[src/rtl/seq_mult_pkg.sv]
// Shared types for the sequential signed multiplier.
// Assumes nothing beyond a two-state run/idle sequencer.
package seq_mult_pkg;
    typedef enum logic [0:0] {
        ST_IDLE = 1'b0,
        ST_RUN  = 1'b1
    } mult_state_e;
endpackage

[src/rtl/mult_seq_ctrl.sv]
// Sequencer: accepts a start while idle, counts WIDTH step cycles,
// flags the final (sign-bit) step and issues a registered done pulse.
// Assumes WIDTH >= 2.
module mult_seq_ctrl
    import seq_mult_pkg::*;
#(
    parameter int WIDTH = 8
) (
    input  logic clk,
    input  logic rst_n,
    input  logic start,
    output logic load,
    output logic step,
    output logic last,
    output logic busy,
    output logic done
);
    localparam int CNT_W = (WIDTH > 2) ? $clog2(WIDTH) : 1;
    localparam logic [CNT_W-1:0] LAST_IDX = CNT_W'(WIDTH - 1);

    mult_state_e      state_q;
    logic [CNT_W-1:0] cnt_q;
    logic             done_q;

    // Decode the current cycle's action from the state and step count.
    always_comb begin
        load = (state_q == ST_IDLE) && start;
        step = (state_q == ST_RUN);
        last = step && (cnt_q == LAST_IDX);
    end

    // Advance the state and step count, and register the done pulse.
    always_ff @(posedge clk) begin
        if (!rst_n) begin
            state_q <= ST_IDLE;
            cnt_q   <= '0;
            done_q  <= 1'b0;
        end else begin
            done_q <= last;
            if (load) begin
                state_q <= ST_RUN;
                cnt_q   <= '0;
            end else if (step) begin
                cnt_q <= cnt_q + 1'b1;
                if (last) begin
                    state_q <= ST_IDLE;
                end
            end
        end
    end

    assign busy = (state_q == ST_RUN);
    assign done = done_q;
endmodule

[src/rtl/mult_addsub.sv]
// One-bit-wider adder/subtractor for the partial product. The extra
// bit keeps the sign of the sum correct before the arithmetic shift.
// Assumes both inputs are two's complement.
module mult_addsub #(
    parameter int WIDTH = 8
) (
    input  logic [WIDTH-1:0] acc,
    input  logic [WIDTH-1:0] mcand,
    input  logic             use_mcand,
    input  logic             subtract,
    output logic [WIDTH:0]   sum
);
    logic [WIDTH:0] acc_ext;
    logic [WIDTH:0] opnd_ext;

    // Sign-extend both sides and add or subtract the selected operand.
    always_comb begin
        acc_ext  = {acc[WIDTH-1], acc};
        opnd_ext = use_mcand ? {mcand[WIDTH-1], mcand} : '0;
        sum      = subtract ? (acc_ext - opnd_ext) : (acc_ext + opnd_ext);
    end
endmodule

[src/rtl/mult_datapath.sv]
// Multiplicand register, multiplier shift register and partial-product
// register. Each step folds one multiplier bit into the partial product
// and shifts the pair right by one. Assumes the controller asserts
// load and step in separate cycles.
module mult_datapath #(
    parameter int WIDTH = 8
) (
    input  logic               clk,
    input  logic               rst_n,
    input  logic               load,
    input  logic               step,
    input  logic               last,
    input  logic [WIDTH-1:0]   op_a,
    input  logic [WIDTH-1:0]   op_b,
    output logic [2*WIDTH-1:0] product
);
    logic [WIDTH-1:0] mcand_q;
    logic [WIDTH-1:0] acc_q;
    logic [WIDTH-1:0] mlt_q;
    logic [WIDTH:0]   sum;

    mult_addsub #(.WIDTH(WIDTH)) u_addsub (
        .acc       (acc_q),
        .mcand     (mcand_q),
        .use_mcand (mlt_q[0]),
        .subtract  (last),
        .sum       (sum)
    );

    // Capture the operands on load; shift in the new partial product on each step.
    always_ff @(posedge clk) begin
        if (!rst_n) begin
            mcand_q <= '0;
            acc_q   <= '0;
            mlt_q   <= '0;
        end else if (load) begin
            mcand_q <= op_a;
            acc_q   <= '0;
            mlt_q   <= op_b;
        end else if (step) begin
            acc_q <= sum[WIDTH:1];
            mlt_q <= {sum[0], mlt_q[WIDTH-1:1]};
        end
    end

    assign product = {acc_q, mlt_q};
endmodule

[src/rtl/seq_signed_mult.sv]
// Top level of the sequential signed shift-add multiplier: WIDTH-bit
// two's-complement operands in, 2*WIDTH-bit signed product out after
// WIDTH step cycles. Assumes WIDTH >= 2 and a synchronous active-low reset.
module seq_signed_mult #(
    parameter int WIDTH = 8
) (
    input  logic                 clk,
    input  logic                 rst_n,
    input  logic                 start,
    input  logic [WIDTH-1:0]     op_a,
    input  logic [WIDTH-1:0]     op_b,
    output logic                 busy,
    output logic                 done,
    output logic [2*WIDTH-1:0]   product
);
    logic load;
    logic step;
    logic last;

    mult_seq_ctrl #(.WIDTH(WIDTH)) u_ctrl (
        .clk   (clk),
        .rst_n (rst_n),
        .start (start),
        .load  (load),
        .step  (step),
        .last  (last),
        .busy  (busy),
        .done  (done)
    );

    mult_datapath #(.WIDTH(WIDTH)) u_dp (
        .clk     (clk),
        .rst_n   (rst_n),
        .load    (load),
        .step    (step),
        .last    (last),
        .op_a    (op_a),
        .op_b    (op_b),
        .product (product)
    );
endmodule

[config.mk]
export PLATFORM = sky130hd
export DESIGN_NAME = seq_signed_mult
export DESIGN_NICKNAME = d
export VERILOG_FILES = /design/src/rtl/seq_mult_pkg.sv /design/src/rtl/mult_seq_ctrl.sv /design/src/rtl/mult_addsub.sv /design/src/rtl/mult_datapath.sv /design/src/rtl/seq_signed_mult.sv
export SDC_FILE = /design/constraint.sdc
export NUM_CORES = 1
export LEC_CHECK = 0
export ABC_AREA = 1
export ABC_CLOCK_PERIOD_IN_PS = 3000
export BUFFER_PORTS_ARGS = -buffer_cell sky130_fd_sc_hd__buf_2
export CORE_MARGIN = 3
export CORE_UTILIZATION = 30
export CTS_BUF_LIST = sky130_fd_sc_hd__clkbuf_16
export DETAILED_ROUTE_END_ITERATION = 7
export PLACE_DENSITY = 0.48
export SETUP_SLACK_MARGIN = 0.02
export SLEW_MARGIN = 30
export SYNTH_ARGS = -nofsm -noshare
export SYNTH_HDL_FRONTEND = slang
export SYNTH_SLANG_ARGS = --single-unit
[constraint.sdc]
create_clock -name clk -period 3 [get_ports clk]
set_input_delay 0.9 -clock clk [delete_from_list [all_inputs] [get_ports clk]]
set_output_delay 0.9 -clock clk [all_outputs]
set_load 0.01 [all_outputs]
### Word-level counts from Yosys, hierarchy flattened

Cells that the tools add are included.

| cells by class | value |
|---|---|
| add/sub/neg operators | 3 |
| equality and inequality tests | 1 |
| muxes and demuxes | 7 |
| bitwise operators | 2 |
| reduce and logical (&&, ||, !) cells | 4 |

Operator list:

| cell | count |
|---|---|
| 9-bit two-way mux | 2 |
| 8-bit two-way mux | 2 |
| 9-bit adder | 1 |
| 9-bit subtractor | 1 |
| 3-bit by 1-bit adder with 3-bit output (second input constant) | 1 |
| 3-bit == test (second input constant) | 1 |
| 1-bit two-way mux | 3 |
| 1-bit logical AND | 2 |
| 1-bit inverter | 2 |
| 2-bit nonzero test | 1 |
| 2-bit OR reduction | 1 |

| word-level totals | value |
|---|---|
| flip-flop bits (word level) | 29 |
| bits of input ports | 19 |
| output and inout port bits | 18 |
| word-level logic and storage cells | 23 |

### Longest topological paths before layout

Gate-level depths: netlist of the first run.

| logic depth | value |
|---|---|
| depth after elaboration | 5 |
| mapped depth | 19 |
| gate-level depth less buffers | 18 |

### Hierarchy

Synthesis of the first run repeated with hierarchy kept, for this count alone.

| unflattened totals | value |
|---|---|
| cell total of the unflattened synthesis | 278 |
| area total of the unflattened synthesis | 1893.1 um2 |

By module, submodules not included:

| module | times used | cells each | area an instance (um2) |
|---|---|---|---|
| mult_datapath | 1 | 137 | 964.7 |
| mult_addsub | 1 | 105 | 669.4 |
| mult_seq_ctrl | 1 | 36 | 259.0 |

### Worst setup path before layout of the first run

Ideal clock, no wire load.

| timing path | value |
|---|---|
| path type | register to register |
| from | register u_ctrl.cnt_q[0] |
| to | register u_dp.acc_q[7] |
| library setup time | 0.110 ns |
| data arrival time | 2.186 ns |
| path slack | 0.704 ns |
| cell stages (with the launch flop) | 19 |
| buffers on the path | 0 |
| period minus slack after synthesis | 2.296 ns |
| path through | dfxtp_1 -> ha_1 -> ha_1 -> nand2_1 -> inv_1 -> a31oi_1 -> xnor2_1 -> inv_1 -> ha_1 -> nand2_1 -> inv_1 -> a21oi_1 -> nand2_1 -> inv_1 -> nand2_2 -> nand3_1 -> nand2_1 -> inv_1 -> nor2_1 |

| on the way | value |
|---|---|
| word-level cells in the longest chain between the ends | 3 |

RTL lines:

| what | line | source |
|---|---|---|
| start, declared | mult_seq_ctrl.sv:22 | `logic [CNT_W-1:0] cnt_q;` |
| start signal, assigned | mult_seq_ctrl.sv:44 | `cnt_q <= cnt_q + 1'b1;` |
| 3-bit == test | mult_seq_ctrl.sv:29 | `last = step && (cnt_q == LAST_IDX);` |
| 1-bit logical AND | mult_seq_ctrl.sv:29 |  |
| 9-bit two-way mux | mult_addsub.sv:20 | `sum = subtract ? (acc_ext - opnd_ext) : (acc_ext + opnd_ext);` |
| end signal, assigned | mult_datapath.sv:41 | `acc_q <= sum[WIDTH:1];` |
| end, declared | mult_datapath.sv:18 | `logic [WIDTH-1:0] acc_q;` |

No other way between the ends.
A chain may end at the register's enable or synchronous reset.

### Worst setup path after layout of the first run

Same ends and word-level chain as after synthesis.

==> reports/results.txt, run 1 <==
status - finished, final reports clean
Nets - 326
Critical R2R Launch - u_ctrl.cnt_q[0]$_SDFFE_PP0P_
Slew HR - 74.6%
CTS tree - yes
# rows - 27
DR DRC count - 0
Pins Over Slew Limit - 0
postcts setup bufs - 0
top cell type's share of synthesized area - 32.7%
dpl hpwl - 3000 µm
CTS H-tree depth - 2
Yosys top cell by area - dfxtp_1
Fin Setup TNS - 0 ns
total congestion overflow - 0
Setup crit start - u_ctrl.cnt_q[0]$_SDFFE_PP0P_
Crit path required time - 3.17 ns
total clock buffers created by CTS - 5
total wire length - 3910 µm
period utilization - 84.0%
dominant synthesized flop cell - dfxtp_1
Worst Hold Class - register to register
DIE HEIGHT - 82.9 µm
Static Leak - 1.20 nW
Fin. Hold Viols - 0
post-synthesis net count - 288
Pwr Density - 585 mW/mm²
area of the die - 0.00688 mm²
total number of vias - 1,611
RSZ-0062 raised after global routing - false
layout cells sized above 1 - 21.3%
Yosys warning total - 0
CP startpoint kind - register
max_cap viols - 0
# clock sinks - 29
Slew @ Worst Pin - 0.380 ns
worst slack at placement - 0.465 ns
busiest grt layer - met2
Unique masters post-synth - 29
Bufs on Longest Clock Path - 2
Fmax - 0.397 GHz
first-pass GRT wire length - 7080 µm
Hold Crit Start - u_ctrl.cnt_q[2]$_SDFFE_PP0P_
Vias/cell - 4.38
RePlAce Congestion - 0.756
Syn Area/Cell - 6.91 µm²
area of the core - 0.00561 mm²
sequential share of the synthesized area - 32.7%
post-synthesis register bit count - 29
All-Layer GR Usage - 12.3%
met2 usage - 18.6%
area delta synth->final - 22.9%
CTS root buffer - clkbuf_16
CP max FO - 9
synthesized area - 0.00178 mm²
initial core utilization - 31.7%
Port-buffer cells - 36
Setup-failing EPs final - 0
ANT nets after route - 0
die width - 82.9 µm
hold_buf cts - 0
top cells by area, synth - dfxtp_1, nand2_1, inv_1, nor2_1, ha_1
GRT met3 Usage - 3.57%
Peak VDD IR - 0.000300 V
worst path arrival time - 2.69 ns
WL/cell - 10.6 µm
initial antenna violation count - 0
clock slew at reported path FFs - 0.05 ns
vias in the first global route - 1,550
most frequent cells after synthesis - nand2_1, inv_1, nor2_1, dfxtp_1, o21ai_0
IO Pins - 37
most common cell in the netlist - nand2_1
Clock Skews - 0.00366 ns
setup ws final - 0.480 ns
DRT iter0 DRCs - 34
Post-synth EDFFs - 0
crit path capture type - register
ys async rst share - 0%
number of gates resized after CTS - 0
Setup CP Type - register to register
met1 usage in global routing - 16.9%
clock latency on the worst-skew pair - 0.27 ns
Mapped Cells - 257
iteration count of the initial detailed-routing pass - 4
largest net degree at the start of global routing - 21
Final min period - 2.52 ns
ANT cells - 0
## power by group
group | switching, W | internal, W | leakage, nW
registers | 0.0000191 | 0.000411 | 0.238
clock network | 0.000180 | 0.000388 | 0.0775
logic | 0.000168 | 0.000111 | 0.888
## sequential cells by signal, indices dropped and copies added, names as in the netlist
name,flops
u_ctrl.cnt_q,3
u_ctrl.done,1
u_dp.mlt_q,8
u_dp.acc_q,8
u_ctrl.busy,1
u_dp.mcand_q,8
## worst paths after layout
path / to / slack (ns) / cells after the start
worst max-delay path: u_dp.acc_q[7]$_SDFFE_PP0P_ / 0.48 / 18
worst min-delay path: u_ctrl.cnt_q[2]$_SDFFE_PP0P_ / 0.47 / 2
worst max register to register: u_dp.acc_q[7]$_SDFFE_PP0P_ / 0.48 / 18
worst min register to register: u_ctrl.cnt_q[2]$_SDFFE_PP0P_ / 0.47 / 2
## cells by family (layout without fill, tap and decap cells)
logic type | after synthesis | in the layout | share of synthesized area [%]
flip-flops | 29 | 29 | 32.7
XOR/XNOR | 10 | 10 | 4.93
buffers and inverters | 55 | 94 | 12.7
AO/OA/AOI/OAI | 39 | 39 | 13.2
AND/OR/NAND/NOR | 112 | 112 | 27.6
adder cells (fa/ha/maj) | 12 | 12 | 8.88
## layer usage
layer / up-vias / wire [µm] / part of all wire [%]
met5: - / 0 / 0
met4: 0 / 19 / 0.49
met3: 2 / 203 / 5.2
met2: 32 / 1710 / 44
met1: 698 / 1980 / 51
li1: 879 / - / -
## final cells by class
class / instances / area, µm²
multi-input combinational: 173 / 970
inverter: 48 / 180
timing repair buffer: 38 / 195
clock buffer: 5 / 125
clock inverter: 3 / 41.3
sequential: 29 / 581
tap: 72 / 90.1
fill: 621 / 3430
## metrics by stage
step / area, µm² / total power, W / util, % / hold WS [ns] / std cells
2_1_floorplan: 1780 / 0.000653 / - / 0.444 / 257
3_3_place_gp: 2020 / 0.000722 / 35.9 / 0.461 / 360
3_5_place_dp: 2020 / 0.000721 / 35.9 / 0.464 / 360
4_1_cts: 2180 / 0.00130 / 38.9 / 0.470 / 368
5_1_grt: 2180 / 0.00137 / 38.9 / 0.498 / 368
6_report: 2180 / 0.00128 / 38.9 / 0.469 / 368
## cells in the final DEF, fill, tap and decap left out, types with 2 or more instances in the layout
master,instances
nor2_1,39
clkbuf_16,5
nand2_1,49
xor2_1,7
buf_4,2
xnor2_1,3
buf_2,36
o21ai_0,15
o21ai_1,2
a31oi_1,2
nand2_4,3
ha_1,11
nand3_1,8
inv_1,45
dfxtp_1,29
a21oi_1,9
inv_2,3
nand2_2,9
o221ai_1,7
## critical path: stages (launching register included)
cell	delay, ns
dfxtp_1	0.32
ha_1	0.19
ha_1	0.17
nand2_1	0.20
inv_1	0.13
a31oi_1	0.19
xnor2_1	0.15
inv_1	0.06
ha_1	0.35
nand2_1	0.10
inv_1	0.04
a21oi_1	0.13
nand2_1	0.08
inv_1	0.06
nand2_2	0.05
nand3_1	0.06
nand2_1	0.05
inv_1	0.04
nor2_1	0.03
(Power assumes the default switching activity.)
==> run 2, diff against run 1 <==
Settings changed: ABC_CLOCK_PERIOD_IN_PS 3000 to 2200, PLACE_DENSITY 0.48 to 0.5.
Clock period 3 ns to 2.2 ns, I/O delays scaled along.
==> reports/results.txt, run 2 (synthesis results as in run 1) <==
status - finished, final reports clean
Pins Over Slew Limit - 0 (unchanged)
Peak VDD IR - 0.000346 V (+15%)
Fmax - 0.462 GHz (+17%)
most frequent cells in the layout - nand2_1, inv_1, nor2_1
Critical R2R Launch - u_ctrl.cnt_q[1]$_SDFFE_PP0P_
Clock Skews - 0.00376 ns (+0.000104 ns)
WL/cell - 11.0 µm (+4.0%)
CP cell instances - ha_4, ha_4, nand2_8, nand2_4, xor2_1, inv_1, ha_4, buf_4, nand2_1, nor2_1, nand2_1, nand3_2, nor2_1, o21ai_2, inv_1
clock slew at reported path FFs - 0.05 ns (about the same)
period utilization - 98.3% (+14 points)
vias in the first global route - 1,733 (+12%)
Setup crit start - u_ctrl.cnt_q[1]$_SDFFE_PP0P_
CTS tree - yes
biggest regs - u_dp.acc_q: 8 flops, u_dp.mcand_q: 8 flops, u_dp.mlt_q: 8 flops
Power Total - 0.00190 W (+49%)
dpl hpwl - 3240 µm (+8.1%)
Bufs on Longest Clock Path - 2 (unchanged)
initial antenna violation count - 0 (unchanged)
DR DRC count - 0 (unchanged)
total clock buffers created by CTS - 5 (unchanged)
# clock sinks - 29 (unchanged)
Critical-path top delay cell - dfxtp_2
first-pass GRT wire length - 7600 µm (+7.3%)
max_cap viols - 0 (unchanged)
die width - 82.9 µm (unchanged)
Setup-failing EPs final - 0 (unchanged)
Slew @ Worst Pin - 0.408 ns (+0.0275 ns)
placed cells - 380 (+5.6%)
DRT iter0 DRCs - 20 (-41%)
layout cells sized above 1 - 40.1% (+19 points)
CTS root buffer - clkbuf_16
crit path capture type - register
ANT cells - 0 (unchanged)
IO Pins - 37 (unchanged)
iteration count of the initial detailed-routing pass - 4 (unchanged)
area of the die - 0.00688 mm² (unchanged)
Port-buffer cells - 36 (unchanged)
ANT nets after route - 0 (unchanged)
Final min period - 2.16 ns (-0.358 ns)
Worst Hold Class - register to register
Hold Crit Start - u_ctrl.cnt_q[1]$_SDFFE_PP0P_
worst path arrival time - 2.33 ns (-0.36 ns)
RePlAce Congestion - 0.818 (+8.2%)
Vias/cell - 4.38 (about the same)
initial core utilization - 31.7% (unchanged)
hold_buf cts - 0 (unchanged)
total congestion overflow - 0 (unchanged)
All-Layer GR Usage - 13.1% (+0.78 points)
total wire length - 4350 µm (+11%)
FILL cells - 577 (-7.1%)
CP max FO - 8 (-1)
Top cell by count, worst path - ha_4
largest net degree at the start of global routing - 21 (unchanged)
# rows - 27 (unchanged)
largest stage delay on the critical path - 0.33 ns (-0.02 ns)
Crit path required time - 2.37 ns (-0.80 ns)
Fin. Hold Viols - 0 (unchanged)
RSZ-0062 raised after global routing - true
Setup CP Type - register to register
area of the core - 0.00561 mm² (unchanged)
Slew HR - 72.8% (-1.8 points)
Static Leak - 1.38 nW (+15%)
area delta synth->final - 49.8%
DIE HEIGHT - 82.9 µm (unchanged)
Pwr Density - 715 mW/mm² (+22%)
Final Instance Count excl. Fillers - 394 (+7.1%)
hold slack - 0.487 ns (+0.0178 ns)
CTS H-tree depth - 2 (unchanged)
CP startpoint kind - register
Multi-input gate area - 0.00123 mm² (+27%)
Nets - 353 (+8.3%)
clock latency on the worst-skew pair - 0.27 ns (about the same)
total number of vias - 1,724 (+7.0%)
register area - 587 µm² (+1.1%)
## run 2: cell count changes in the layout (fill, tap and decap cells not counted), sizes merged
cell | before | now
buf | 38 | 65
clkinvlp | 1 | 0
## run 2: worst paths after layout
path	to	slack, ns	cells after the start
worst max-delay path	u_dp.acc_q[6]$_SDFFE_PP0P_	0.04	15
worst min-delay path	u_ctrl.cnt_q[1]$_SDFFE_PP0P_	0.49	2
worst min register to register	u_ctrl.cnt_q[1]$_SDFFE_PP0P_	0.49	2
worst max register to register	u_dp.acc_q[6]$_SDFFE_PP0P_	0.04	15
## run 2: cell type report
class	count	share of cell area, %
Clock inverter	2	1.32
Sequential cell	29	22.1
Tap cell	72	3.39
Clock buffer	5	4.71
Timing Repair Buffer	65	15.2
Multi-Input combinational cell	173	46.3
Inverter	48	6.96
## run 2: layer usage
| layer | vias up | wire length [µm] | GRT usage [%] |
|---|---|---|---|
| met5 | - | 0 | 0 |
| li1 | 926 | - | - |
| met1 | 768 | 2060 | 16.4 |
| met4 | 0 | 0 | 2.23 |
| met3 | 0 | 202 | 3.67 |
| met2 | 30 | 2090 | 22.5 |
## run 2: through the flow
step | util [%] | instance area, µm² | worst slack (ns) | setup TNS, ns
final | 47.4 | 2660 | 0.0377 | 0
after global routing | 47.4 | 2660 | -0.148 | -0.456
after CTS | 45.6 | 2560 | 0.0288 | 0
after detailed placement | 39.2 | 2200 | -0.186 | -0.611
after global placement | 39.2 | 2200 | -0.131 | -0.363
after floorplan | - | 1810 | 0.0321 | 0
## run 2: critical path, delay by kind of cell, from the launching register on
family	cells	cell delay (ns)
adder cells (fa/ha/maj)	3	0.62
AND/OR/NAND/NOR	7	0.56
flip-flops	1	0.33
buffers and inverters	3	0.26
XOR/XNOR	1	0.18
AO/OA/AOI/OAI	1	0.12
## run 2: timing repair
action,in CTS,in global routing
pin swaps,18,17
resized for setup,43,17
buffers inserted,3,4
setup endpoints to repair,6,6
## run 2: power by group
group / total, W / leakage [nW] / internal, W / switching (W)
Combinational: 0.000542 / 1.06 / 0.000249 / 0.000293
Sequential: 0.000592 / 0.240 / 0.000561 / 0.0000304
Clock: 0.000766 / 0.0797 / 0.000525 / 0.000241
Total: 0.00190 / 1.38 / 0.00134 / 0.000565
==> run 3, diff against run 2 <==
Settings changed: ABC_AREA 1 to default.
==> reports/results.txt, run 3 <==
status - finished, violations left
failing checks - negative setup slack
DR DRC count - 0 (unchanged)
max_cap viols - 0 (unchanged)
Power Total - 0.00191 W (+0.32%)
CP max FO - 4 (-4)
leading cell type in the layout, fill and taps excluded - nand2_1
total clock buffers created by CTS - 5 (unchanged)
Setup-failing EPs final - 5 (+5)
CP startpoint kind - register
CTS tree - yes
Psw - 0.000570 W (+0.98%)
Worst R2R Path Depth - 13 (-2)
worst slack at placement - -0.530 ns (-0.344 ns)
# clock sinks - 29 (unchanged)
clock latency on the worst-skew pair - 0.27 ns (about the same)
Peak VDD IR - 0.000421 V (+22%)
clock slew at reported path FFs - 0.05 ns (about the same)
area delta synth->final - 44.6%
Static Leak - 1.20 nW (-13%)
Critical-path top delay cell - dfxtp_2
layout cells sized above 1 - 39.3% (-0.79 points)
All-Layer GR Usage - 14.7% (+1.6 points)
most frequent cells after synthesis - nand2_1, dfxtp_1, nor2_1, mux2i_1, ha_1
ANT nets after route - 0 (unchanged)
most frequent cells in the layout - nand2_1, buf_2, buf_4
hold_buf cts - 0 (unchanged)
DIE HEIGHT - 82.2 µm (-0.89%)
initial antenna violation count - 0 (unchanged)
Yosys top cell by area - dfxtp_1
Net Sw Frac - 29.9% (+0.19 points)
Worst Hold Class - register to register
Clk pwr share - 33.5% (-6.8 points)
DRT iter0 DRCs - 51 (+160%)
Post-synth EDFFs - 0 (unchanged)
Pwr Density - 757 mW/mm² (+5.9%)
reg2reg end - u_dp.acc_q[7]$_SDFFE_PP0P_
total congestion overflow - 0 (unchanged)
flop-to-flop setup slack - -0.53 ns (-0.57 ns)
WHS Path Cells - 2 (unchanged)
Syn Area/Cell - 8.50 µm² (+23%)
# rows - 27 (unchanged)
vias in the first global route - 1,655 (-4.5%)
RePlAce Congestion - 0.781 (-4.4%)
Int Pwr - 0.00134 W (about the same)
area of the die - 0.00676 mm² (-1.8%)
RSZ-0062 raised after global routing - true
first-pass GRT wire length - 7600 µm (about the same)
IO Pins - 37 (unchanged)
post-synthesis register bit count - 29 (unchanged)
total number of vias - 1,665 (-3.4%)
Mapped Cells - 205 (-20%)
most common cell in the netlist - nand2_1
Slew @ Worst Pin - 0.493 ns (+0.0857 ns)
biggest regs - u_dp.acc_q: 8 flops, u_dp.mcand_q: 8 flops, u_dp.mlt_q: 8 flops
crit path capture type - register
Port-buffer cells - 36 (unchanged)
post-synthesis net count - 236 (-18%)
Critical R2R Launch - u_ctrl.cnt_q[0]$_SDFFE_PP0P_
CTS H-tree depth - 2 (unchanged)
CP cell instances - ha_4, ha_4, and2_4, a21oi_2, mux2_4, o21ai_2, ha_1, o21a_1, o31a_1, a221oi_2, xor2_1, a211oi_2, a41o_1
worst path buffer plus inverter count - 0 (-3)
Bufs on Longest Clock Path - 2 (unchanged)
setup ws final - -0.528 ns (-0.566 ns)
ANT cells - 0 (unchanged)
Largest delay share family, worst path - compound AO/OA/AOI/OAI gates
CTS root buffer - clkbuf_16
largest stage delay on the critical path - 0.33 ns (about the same)
Fin. Hold Viols - 0 (unchanged)
area of the core - 0.00557 mm² (-0.60%)
largest net degree at the start of global routing - 23 (+9.5%)
Top cell by count, worst path - ha_4
iteration count of the initial detailed-routing pass - 4 (unchanged)
sequential share of the synthesized area - 33.3% (+0.63 points)
Final min period - 2.73 ns (+0.566 ns)
Pins Over Slew Limit - 0 (unchanged)
top cell type's share of synthesized area - 33.3% (+0.63 points)
Fmax - 0.367 GHz (-21%)
Hold Crit Start - u_dp.acc_q[0]$_SDFFE_PP0P_
dominant synthesized flop cell - dfxtp_1
Nets - 305 (-14%)
dpl hpwl - 3330 µm (+2.8%)
total wire length - 4420 µm (+1.5%)
Crit path required time - 2.36 ns (about the same)
ys async rst share - 0% (unchanged)
Hold Path Sink - u_dp.acc_q[0]$_SDFFE_PP0P_
WL/cell - 12.7 µm (+15%)
period utilization - 124% (+26 points)
Clock Skews - 0.00475 ns (+0.000987 ns)
Setup CP Type - register to register
synthesized area - 0.00174 mm² (-1.9%)
Vias/cell - 4.80 (+9.7%)
worst path arrival time - 2.89 ns (+0.56 ns)
Yosys warning total - 0 (unchanged)
die width - 82.2 µm (-0.89%)
sequential power share - 31.9% (+0.8 points)
Unique masters post-synth - 42 (+45%)
top cells by area, synth - dfxtp_1, nand2_1, ha_1, mux2i_1, o211a_1
initial core utilization - 31.2% (-0.41 points)
Slew HR - 67.0% (-5.8 points)
Comb power frac - 34.5% (+6.0 points)
run 3: cell families (layout without fill, tap and decap cells):
group	Yosys count	after routing	share of synthesized area (%)
and+or+nand+nor	70	70	18.6
AOI/OAI and AO/OA	51	51	21.9
DFF	29	29	33.3
buffers and inverters	21	91	4.89
muxes	14	14	8.19
adders and majority gates	12	12	9.05
xor gates and xnor gates	8	8	4.02
run 3: worst max-delay path by stage:
stage / start / end / depth (start not counted)
5_1_grt: u_ctrl.cnt_q[1]$_SDFFE_PP0P_ / u_dp.acc_q[7]$_SDFFE_PP0P_ / 13
4_1_cts: u_ctrl.cnt_q[0]$_SDFFE_PP0P_ / u_dp.acc_q[7]$_SDFFE_PP0P_ / 13
3_5_place_dp: u_ctrl.cnt_q[1]$_SDFFE_PP0P_ / u_dp.acc_q[7]$_SDFFE_PP0P_ / 13
3_3_place_gp: u_ctrl.cnt_q[1]$_SDFFE_PP0P_ / u_dp.acc_q[7]$_SDFFE_PP0P_ / 13
6_report: u_ctrl.cnt_q[0]$_SDFFE_PP0P_ / u_dp.acc_q[7]$_SDFFE_PP0P_ / 13
2_1_floorplan: u_ctrl.cnt_q[0]$_SDFFE_PP0P_ / u_dp.acc_q[7]$_SDFFE_PP0P_ / 13
run 3: cell type report:
type	instances	area [µm²]
Multi-Input combinational cell	155	1200
Clock buffer	5	125
Inverter	10	37.5
Sequential cell	29	588
Timing Repair Buffer	73	465
Tap cell	72	90.1
Clock inverter	3	12.5
Fill cell	580	3060
run 3: tightest hold or removal path: cells and delay by family, from the launching register on:
family	cells	cell delay (ns)
AO/OA/AOI/OAI	1	0.04
flip-flops	1	0.32
AND/OR/NAND/NOR	1	0.08
run 3: stage by stage:
step                hold WS (ns)  std cells  cell area, µm²  TNS, ns  util [%]
finish                     0.494        347            2520    -1.75      45.2
global route               0.526        347            2520    -2.75      45.2
CTS                        0.496        346            2490    -1.76      44.7
detailed placement         0.492        336            2320    -1.80      41.6
global placement           0.487        336            2320    -1.57      41.6
floorplan                  0.441        205            1850   -0.757         -
run 3: what timing repair did:
item / in CTS / in global routing
cloned: 0 / 0
resized for setup: 6 / 5
pin swaps: 13 / 5
endpoints found under the setup margin: 6 / 6
buffers inserted: 2 / 1
run 3: layer usage:
| layer | routed length (µm) | vias up | track usage [%] |
|---|---|---|---|
| met1 | 2060 | 772 | 18.3 |
| met4 | 76 | 0 | 5.98 |
| met3 | 186 | 7 | 3.58 |
| met2 | 2090 | 28 | 24.1 |
| met5 | 0 | - | 0 |
| li1 | - | 858 | - |
run 3: power by group through the flow:
stage | Sequential (W) | Clock, W | Combinational, W
after floorplan | 0.000629 | 0 | 0.000380
after detailed placement | 0.000620 | 0 | 0.000584
final | 0.000609 | 0.000639 | 0.000658
after global routing | 0.000615 | 0.000683 | 0.000734
after global placement | 0.000620 | 0 | 0.000579
after CTS | 0.000610 | 0.000663 | 0.000637
